--- config.mk ---
export PLATFORM = sky130hd
export DESIGN_NAME = adc_seq_ctrl
export DESIGN_NICKNAME = d
export VERILOG_FILES = /design/src/rtl/adc_seq_pkg.sv /design/src/rtl/adc_ctl_regfile.sv /design/src/rtl/adc_conv_seq.sv /design/src/rtl/adc_result_reg.sv /design/src/rtl/adc_seq_ctrl.sv
export SDC_FILE = /design/constraint.sdc
export NUM_CORES = 1
export LEC_CHECK = 0
export BUFFER_PORTS_ARGS = -buffer_cell sky130_fd_sc_hd__buf_2
export CORE_MARGIN = 4
export CORE_UTILIZATION = 32
export DETAILED_ROUTE_END_ITERATION = 10
export GPL_TIMING_DRIVEN = 0
export PLACE_DENSITY_LB_ADDON = 0.1
export SKIP_CTS_REPAIR_TIMING = 1
export SYNTH_ARGS = -nofsm -noshare
export SYNTH_HDL_FRONTEND = slang
export SYNTH_SLANG_ARGS = --single-unit
--- constraint.sdc ---
create_clock -name clk -period 1.75 [get_ports clk]
set_input_delay 0.2625 -clock clk [delete_from_list [all_inputs] [get_ports clk]]
set_output_delay 0.2625 -clock clk [all_outputs]
set_load 0.005 [all_outputs]
--- src/rtl/adc_seq_pkg.sv ---
package adc_seq_pkg;

    localparam int CHAN_W = 5;
    localparam int DATA_W = 8;

    typedef struct packed {
        logic              ien;
        logic              cont;
        logic [CHAN_W-1:0] chan;
    } ctl_regs_t;

    typedef struct packed {
        logic busy;
        logic warm;
        logic start;
    } seq_state_t;

    typedef struct packed {
        logic [DATA_W-1:0] data;
        logic              flag;
        logic              irq;
    } res_state_t;

endpackage

--- src/rtl/adc_ctl_regfile.sv ---
module adc_ctl_regfile
    import adc_seq_pkg::*;
(
    input  logic              clk,
    input  logic              rst_n,
    input  logic              wr,
    input  logic [CHAN_W+1:0] wdata,
    input  logic              flag,
    output logic              ien,
    output logic              cont,
    output logic [CHAN_W-1:0] chan,
    output logic              wake,
    output logic [CHAN_W+2:0] rdata
);
    localparam logic [CHAN_W-1:0] OFF_CODE = '1;

    ctl_regs_t regs_d, regs_q;

    always_comb begin
        regs_d = regs_q;
        if (wr) begin
            regs_d.ien  = wdata[CHAN_W+1];
            regs_d.cont = wdata[CHAN_W];
            regs_d.chan = wdata[CHAN_W-1:0];
        end
    end

    always_ff @(posedge clk or negedge rst_n) begin
        if (!rst_n) begin
            regs_q.ien  <= 1'b0;
            regs_q.cont <= 1'b0;
            regs_q.chan <= OFF_CODE;
        end else begin
            regs_q <= regs_d;
        end
    end

    assign ien   = regs_q.ien;
    assign cont  = regs_q.cont;
    assign chan  = regs_q.chan;
    assign wake  = wr && (regs_q.chan == OFF_CODE) && (wdata[CHAN_W-1:0] != OFF_CODE);
    assign rdata = {flag, regs_q.ien, regs_q.cont, regs_q.chan};
endmodule

--- src/rtl/adc_conv_seq.sv ---
module adc_conv_seq
    import adc_seq_pkg::*;
(
    input  logic clk,
    input  logic rst_n,
    input  logic wr,
    input  logic wr_off,
    input  logic wake,
    input  logic cont,
    input  logic done,
    output logic start,
    output logic capture
);
    seq_state_t st_d, st_q;
    logic       cap_d;

    always_comb begin
        st_d       = st_q;
        st_d.start = 1'b0;
        cap_d      = 1'b0;
        if (wr) begin
            if (wr_off) begin
                st_d.busy = 1'b0;
                st_d.warm = 1'b0;
            end else begin
                st_d.busy  = 1'b1;
                st_d.start = 1'b1;
                st_d.warm  = st_q.warm | wake;
            end
        end else if (st_q.busy && !st_q.start && done) begin
            if (st_q.warm) begin
                st_d.warm  = 1'b0;
                st_d.start = 1'b1;
            end else begin
                cap_d = 1'b1;
                if (cont) begin
                    st_d.start = 1'b1;
                end else begin
                    st_d.busy = 1'b0;
                end
            end
        end
    end

    always_ff @(posedge clk or negedge rst_n) begin
        if (!rst_n) begin
            st_q <= '0;
        end else begin
            st_q <= st_d;
        end
    end

    assign start   = st_q.start;
    assign capture = cap_d;
endmodule

--- src/rtl/adc_result_reg.sv ---
module adc_result_reg
    import adc_seq_pkg::*;
(
    input  logic              clk,
    input  logic              rst_n,
    input  logic              capture,
    input  logic [DATA_W-1:0] result,
    input  logic              ien,
    input  logic              clr,
    output logic [DATA_W-1:0] data,
    output logic              flag,
    output logic              irq
);
    res_state_t rs_d, rs_q;

    always_comb begin
        rs_d = rs_q;
        if (capture) begin
            rs_d.data = result;
            rs_d.flag = 1'b1;
            rs_d.irq  = ien;
        end else if (clr) begin
            rs_d.flag = 1'b0;
            rs_d.irq  = 1'b0;
        end
    end

    always_ff @(posedge clk or negedge rst_n) begin
        if (!rst_n) begin
            rs_q <= '0;
        end else begin
            rs_q <= rs_d;
        end
    end

    assign data = rs_q.data;
    assign flag = rs_q.flag;
    assign irq  = rs_q.irq;
endmodule

--- src/rtl/adc_seq_ctrl.sv ---
module adc_seq_ctrl
    import adc_seq_pkg::*;
(
    input  logic              clk,
    input  logic              rst_n,
    input  logic              ctl_wr,
    input  logic [CHAN_W+1:0] ctl_wdata,
    output logic [CHAN_W+2:0] ctl_rdata,
    input  logic              data_rd,
    output logic [DATA_W-1:0] data_rdata,
    output logic              irq,
    output logic              cnv_start,
    output logic [CHAN_W-1:0] cnv_chan,
    output logic              cnv_pwr_en,
    input  logic              cnv_done,
    input  logic [DATA_W-1:0] cnv_result
);
    localparam logic [CHAN_W-1:0] OFF_CODE = '1;

    logic              ien, cont, wake, flag, capture;
    logic [CHAN_W-1:0] chan;

    adc_ctl_regfile i_regs (
        .clk   (clk),
        .rst_n (rst_n),
        .wr    (ctl_wr),
        .wdata (ctl_wdata),
        .flag  (flag),
        .ien   (ien),
        .cont  (cont),
        .chan  (chan),
        .wake  (wake),
        .rdata (ctl_rdata)
    );

    adc_conv_seq i_seq (
        .clk     (clk),
        .rst_n   (rst_n),
        .wr      (ctl_wr),
        .wr_off  (ctl_wdata[CHAN_W-1:0] == OFF_CODE),
        .wake    (wake),
        .cont    (cont),
        .done    (cnv_done),
        .start   (cnv_start),
        .capture (capture)
    );

    adc_result_reg i_res (
        .clk     (clk),
        .rst_n   (rst_n),
        .capture (capture),
        .result  (cnv_result),
        .ien     (ien),
        .clr     (ctl_wr | data_rd),
        .data    (data_rdata),
        .flag    (flag),
        .irq     (irq)
    );

    assign cnv_chan   = chan;
    assign cnv_pwr_en = (chan != OFF_CODE);
endmodule

# == Word level (Yosys, flattened, before mapping) ==
# Index checks and enable logic that the tools add are counted.
# word_totals
latch_bits,0
n_memories,0
wordCells,38
ff_bits,20
ram_bits,0
input_bits,20
output_inout_bits,24
mem_bits_ro,0
# op_classes
reduce_logical,8
n_div,0
mux,13
magnitude_cmp,0
bitwise_logic,2
mul,0
n_eq_ne,6
add_sub_neg,0
n_shift,0
# op_table
op,n
5-bit equality test (second input constant),2
5-bit != test (second input constant),2
1-bit two-way mux,8
2-bit two-way mux,3
3-bit two-way mux,2
1-bit logical AND,4
2-bit != test (second input constant),2
2-bit nonzero test,2
3-bit AND reduction,1
1-bit bitwise OR,2
1-bit logical NOT,1

# == Depth between registers and ports, before layout ==
# logic_depth
word_depth,6
depth_mapped,3
mapped_depth_nobuf,3

# == Modules after synthesis ==
# Synthesis repeated with hierarchy kept, for this count alone.
# hier_totals
hier_cells,70
area_unflattened_um2,977.2
# modules_own_cells
module,area_each_um2,instances,cells_each,seq_area_each_um2
adc_result_reg,402.9,1,23,250.2
adc_ctl_regfile,377.9,1,27,181.4
adc_conv_seq,166.4,1,14,75.1
adc_seq_ctrl,30.0,1,6,0.0

# == Worst setup path before layout ==
# No wires, ideal clock.
# synth_timing
kind,register -> register
from,"register i_seq.st_q, in the netlist i_seq.start"
to,"register i_res.rs_q, in the netlist i_res.data[0]"
arrival_time_ns,1.141
stages_incl_launch_ff,4
required_ns,1.625
path_buffers,0
path_slack_ns,0.484
period_less_slack_ns,1.266
setup_time_ns,0.125
path_cell_list,dfrtp_1 nand4bb_4 nor2_8 mux2_2
# synth_via
elab_chain_cells,5
# synth_lines
item,line_no,text
start: declaration,adc_conv_seq.sv:14,"seq_state_t st_d, st_q;"
start signal: assignment,adc_conv_seq.sv:49,st_q <= st_d;
1-bit logical NOT,adc_conv_seq.sv:30,end else if (st_q.busy && !st_q.start && done) begin
1-bit logical AND (2 in a row),adc_conv_seq.sv:30,
1-bit two-way mux,adc_conv_seq.sv:30,
1-bit two-way mux,adc_conv_seq.sv:21,if (wr) begin
end signal: assignment,adc_result_reg.sv:32,rs_q <= rs_d;
end: declaration,adc_result_reg.sv:14,"res_state_t rs_d, rs_q;"
# No other way between the ends.
# A chain may end at the register's enable or synchronous reset.

# == Worst setup path after layout ==
# layout_timing
from,"register, netlist name i_regs.chan[4]"
to,output cnv_pwr_en
# layout_via
elab_chain_cells,1
# layout_lines
item,line_no,text
5-bit != test,adc_seq_ctrl.sv:61,assign cnv_pwr_en = (chan != OFF_CODE);
end: declaration,adc_seq_ctrl.sv:14,"output logic cnv_pwr_en,"
# No other way between the ends.

==> results.json <==
{
  "status": "complete, no violations",
  "yosysWarnings": 0,
  "gr-total-overflow": 0,
  "path_max_fanout": 4,
  "dieArea_mm2": 0.00373,
  "antenna_cells": 0,
  "core.rowCount": 18,
  "crit_type": "reg2out",
  "ios": 44,
  "htreeDepth": 1,
  "root_buffer": "clkbuf_4",
  "slowest_delay_ns": 0.56,
  "synth.area.top_cells": "dfrtp_1 (42%), mux2_2 (19%), dfstp_2 (15%), buf_4 (6.7%), nand4bb_4 (3.1%)",
  "drive_gt1_share_pct": 71.2,
  "finalCritPeriodShare_pct": 87.6,
  "die_height_um": 61.1,
  "hold_path_class": "in2reg",
  "clk_pin_slew_worst_paths_ns": 0.12,
  "port_buffers": 43,
  "cpMaxStageDelayCell": "dfstp_2",
  "drtIter0Drc": 32,
  "finalSetupViolCount": 0,
  "drc_errors": 0,
  "drv_slew": 0,
  "core-area_mm2": 0.00259,
  "dp_cells": 136,
  "viasPerCell": 4.65,
  "min_from": "cnv_result[3]",
  "place_congestion": 0.683,
  "syn2layout_area_growth_pct": 35.0,
  "r2r-start": "i_seq.start",
  "final_common_cell": "buf_2",
  "nets": 132,
  "synth_area_per_cell_um2": 14.3,
  "max_slew_margin_pct": 71.2,
  "setup_tns_ns": 0,
  "synth-seq-cells": 20,
  "drv_cap": 0,
  "dpl_cell_area_mm2": 0.00115,
  "synthDistinctLibCells": 19,
  "cts_sinks": 20,
  "start_util_pct": 34.8,
  "cp-start-kind": "flop",
  "fin_util_pct": 47.0,
  "grt_max_degree": 21,
  "grt_usage_pct": 10.1,
  "worstPathCellList": "and4_1 -> nand2_1 -> buf_2",
  "rsz0062_at_grt": "no",
  "cts_buffers": 3,
  "leakage_uw": 0.000596,
  "dp_hpwl_um": 1420,
  "wirelength_um": 1770,
  "die_w_um": 61.1,
  "powerDensity_mw_per_mm2": 1020,
  "vias": 655,
  "endpoint_kind": "output pin",
  "yosys.area.top_type_share_pct": 41.7,
  "synth_fp_nets": 83,
  "final_cell_count_no_fill": 141,
  "first_pass_iters": 2,
  "clock_path_buffers": 2,
  "synthCells": 63,
  "stdcell_area_mm2": 0.00122,
  "clock_latency_ns": 0.30,
  "fin_skew_ns": 0.00860,
  "ir_drop_mv": 0.585,
  "cts_tree": "done",
  "antenna_found_initial": 0,
  "ant_nets": 0,
  "grt_pass1_wl_um": 2800,
  "hold_violations": 0,
  "grt_pass1_vias": 639,
  "total_power_uw": 1240,
  "arrival_ns": 1.27,
  "max_freq_ghz": 0.652,
  "final_cell_mix": "buf_2 (44), mux2_2 (15), dfrtp_1 (15)",
  "fin_crit_ns": 1.53,
  "synthesis.area_um2": 901,
  "worstPathRequired_ns": 1.49,
  "post_drt_wl_per_cell_um": 12.6,
  "worst_pin_slew_ns": 0.432,
  "ys_seq_area_share_pct": 56.3,
  "synth_area_leader_cell": "dfrtp_1",
  "startpoint": "i_regs.chan[4]"
}
[metrics by stage]
stage | setup slack (ns) | hold slack (ns)
2_1_floorplan | 0.484 | -0.0331
3_3_place_gp | 0.435 | 0.236
3_5_place_dp | 0.414 | 0.229
4_1_cts | 0.185 | -0.118
5_1_grt | 0.126 | 0.151
6_report | 0.217 | 0.182
[per-layer routing]
| metal | wire [um] | share of wire, % | global-route usage [%] |
|---|---|---|---|
| met5 | 0 | 0 | 0 |
| met2 | 936 | 53 | 17.4 |
| met4 | 14 | 0.79 | 1.86 |
| met1 | 694 | 39 | 12.1 |
| met3 | 125 | 7.1 | 3.77 |
[worst max-delay path, delay by kind of cell (launching register included)]
| family | cells | cell delay (ns) |
|---|---|---|
| flops | 1 | 0.56 |
| buf+inv | 1 | 0.12 |
| simple gates | 2 | 0.29 |
[state kept, by name, indices dropped and copies added, names as in the netlist]
register / count
i_regs.chan: 5
i_regs.cont: 1
i_regs.ien: 1
i_res.data: 8
i_res.flag: 1
i_res.irq: 1
i_seq.st_q: 2
i_seq.start: 1
[logic make-up after synthesis]
family	Yosys count	share of synthesized area, %
AND/OR/NAND/NOR	12	12.2
AO/OA/AOI/OAI	6	4.44
buffers and inverters	9	7.22
multiplexers	16	19.9
flip-flops	20	56.3
[layout make-up]
type                            count  area, um2
Sequential cell                    20        507
Buffer                              9       65.1
Tap cell                           30       37.5
Multi-Input combinational cell     34        329
Clock inverter                      1       30.0
Clock buffer                        3       22.5
Fill cell                         256       1370
Timing Repair Buffer               44        225
[cells in the mapped netlist, drive strengths merged]
master	instances
nand2b	1
mux2i	1
and4	2
a32oi	1
o21ai	2
a31oi	1
nor2	3
dfstp	5
nand4bb	2
dfrtp	15
nand2	2
a21oi	1
a21bo	1
nor2b	2
buf	9
mux2	15
[path summary, 6_finish.rpt]
kind                                        to  slack, ns  depth (start not counted)
worst min-delay path             i_res.data[3]       0.18                          2
worst max register to register   i_res.data[1]       0.42                          3
worst min register to register   i_res.data[2]       0.52                          1
min in group asynchronous        i_res.data[6]       0.43                          2
max in group asynchronous       i_regs.chan[0]       0.98                          2
worst max-delay path                cnv_pwr_en       0.22                          3
[report_power, final]
group	leakage, uW	switching [uW]	internal (uW)	total [uW]
Sequential	0.000235	52.9	552	605
Combinational	0.000333	96.8	168	265
Clock	0.0000279	139	231	371
Note: power is estimated with default switching activity, not from simulation.
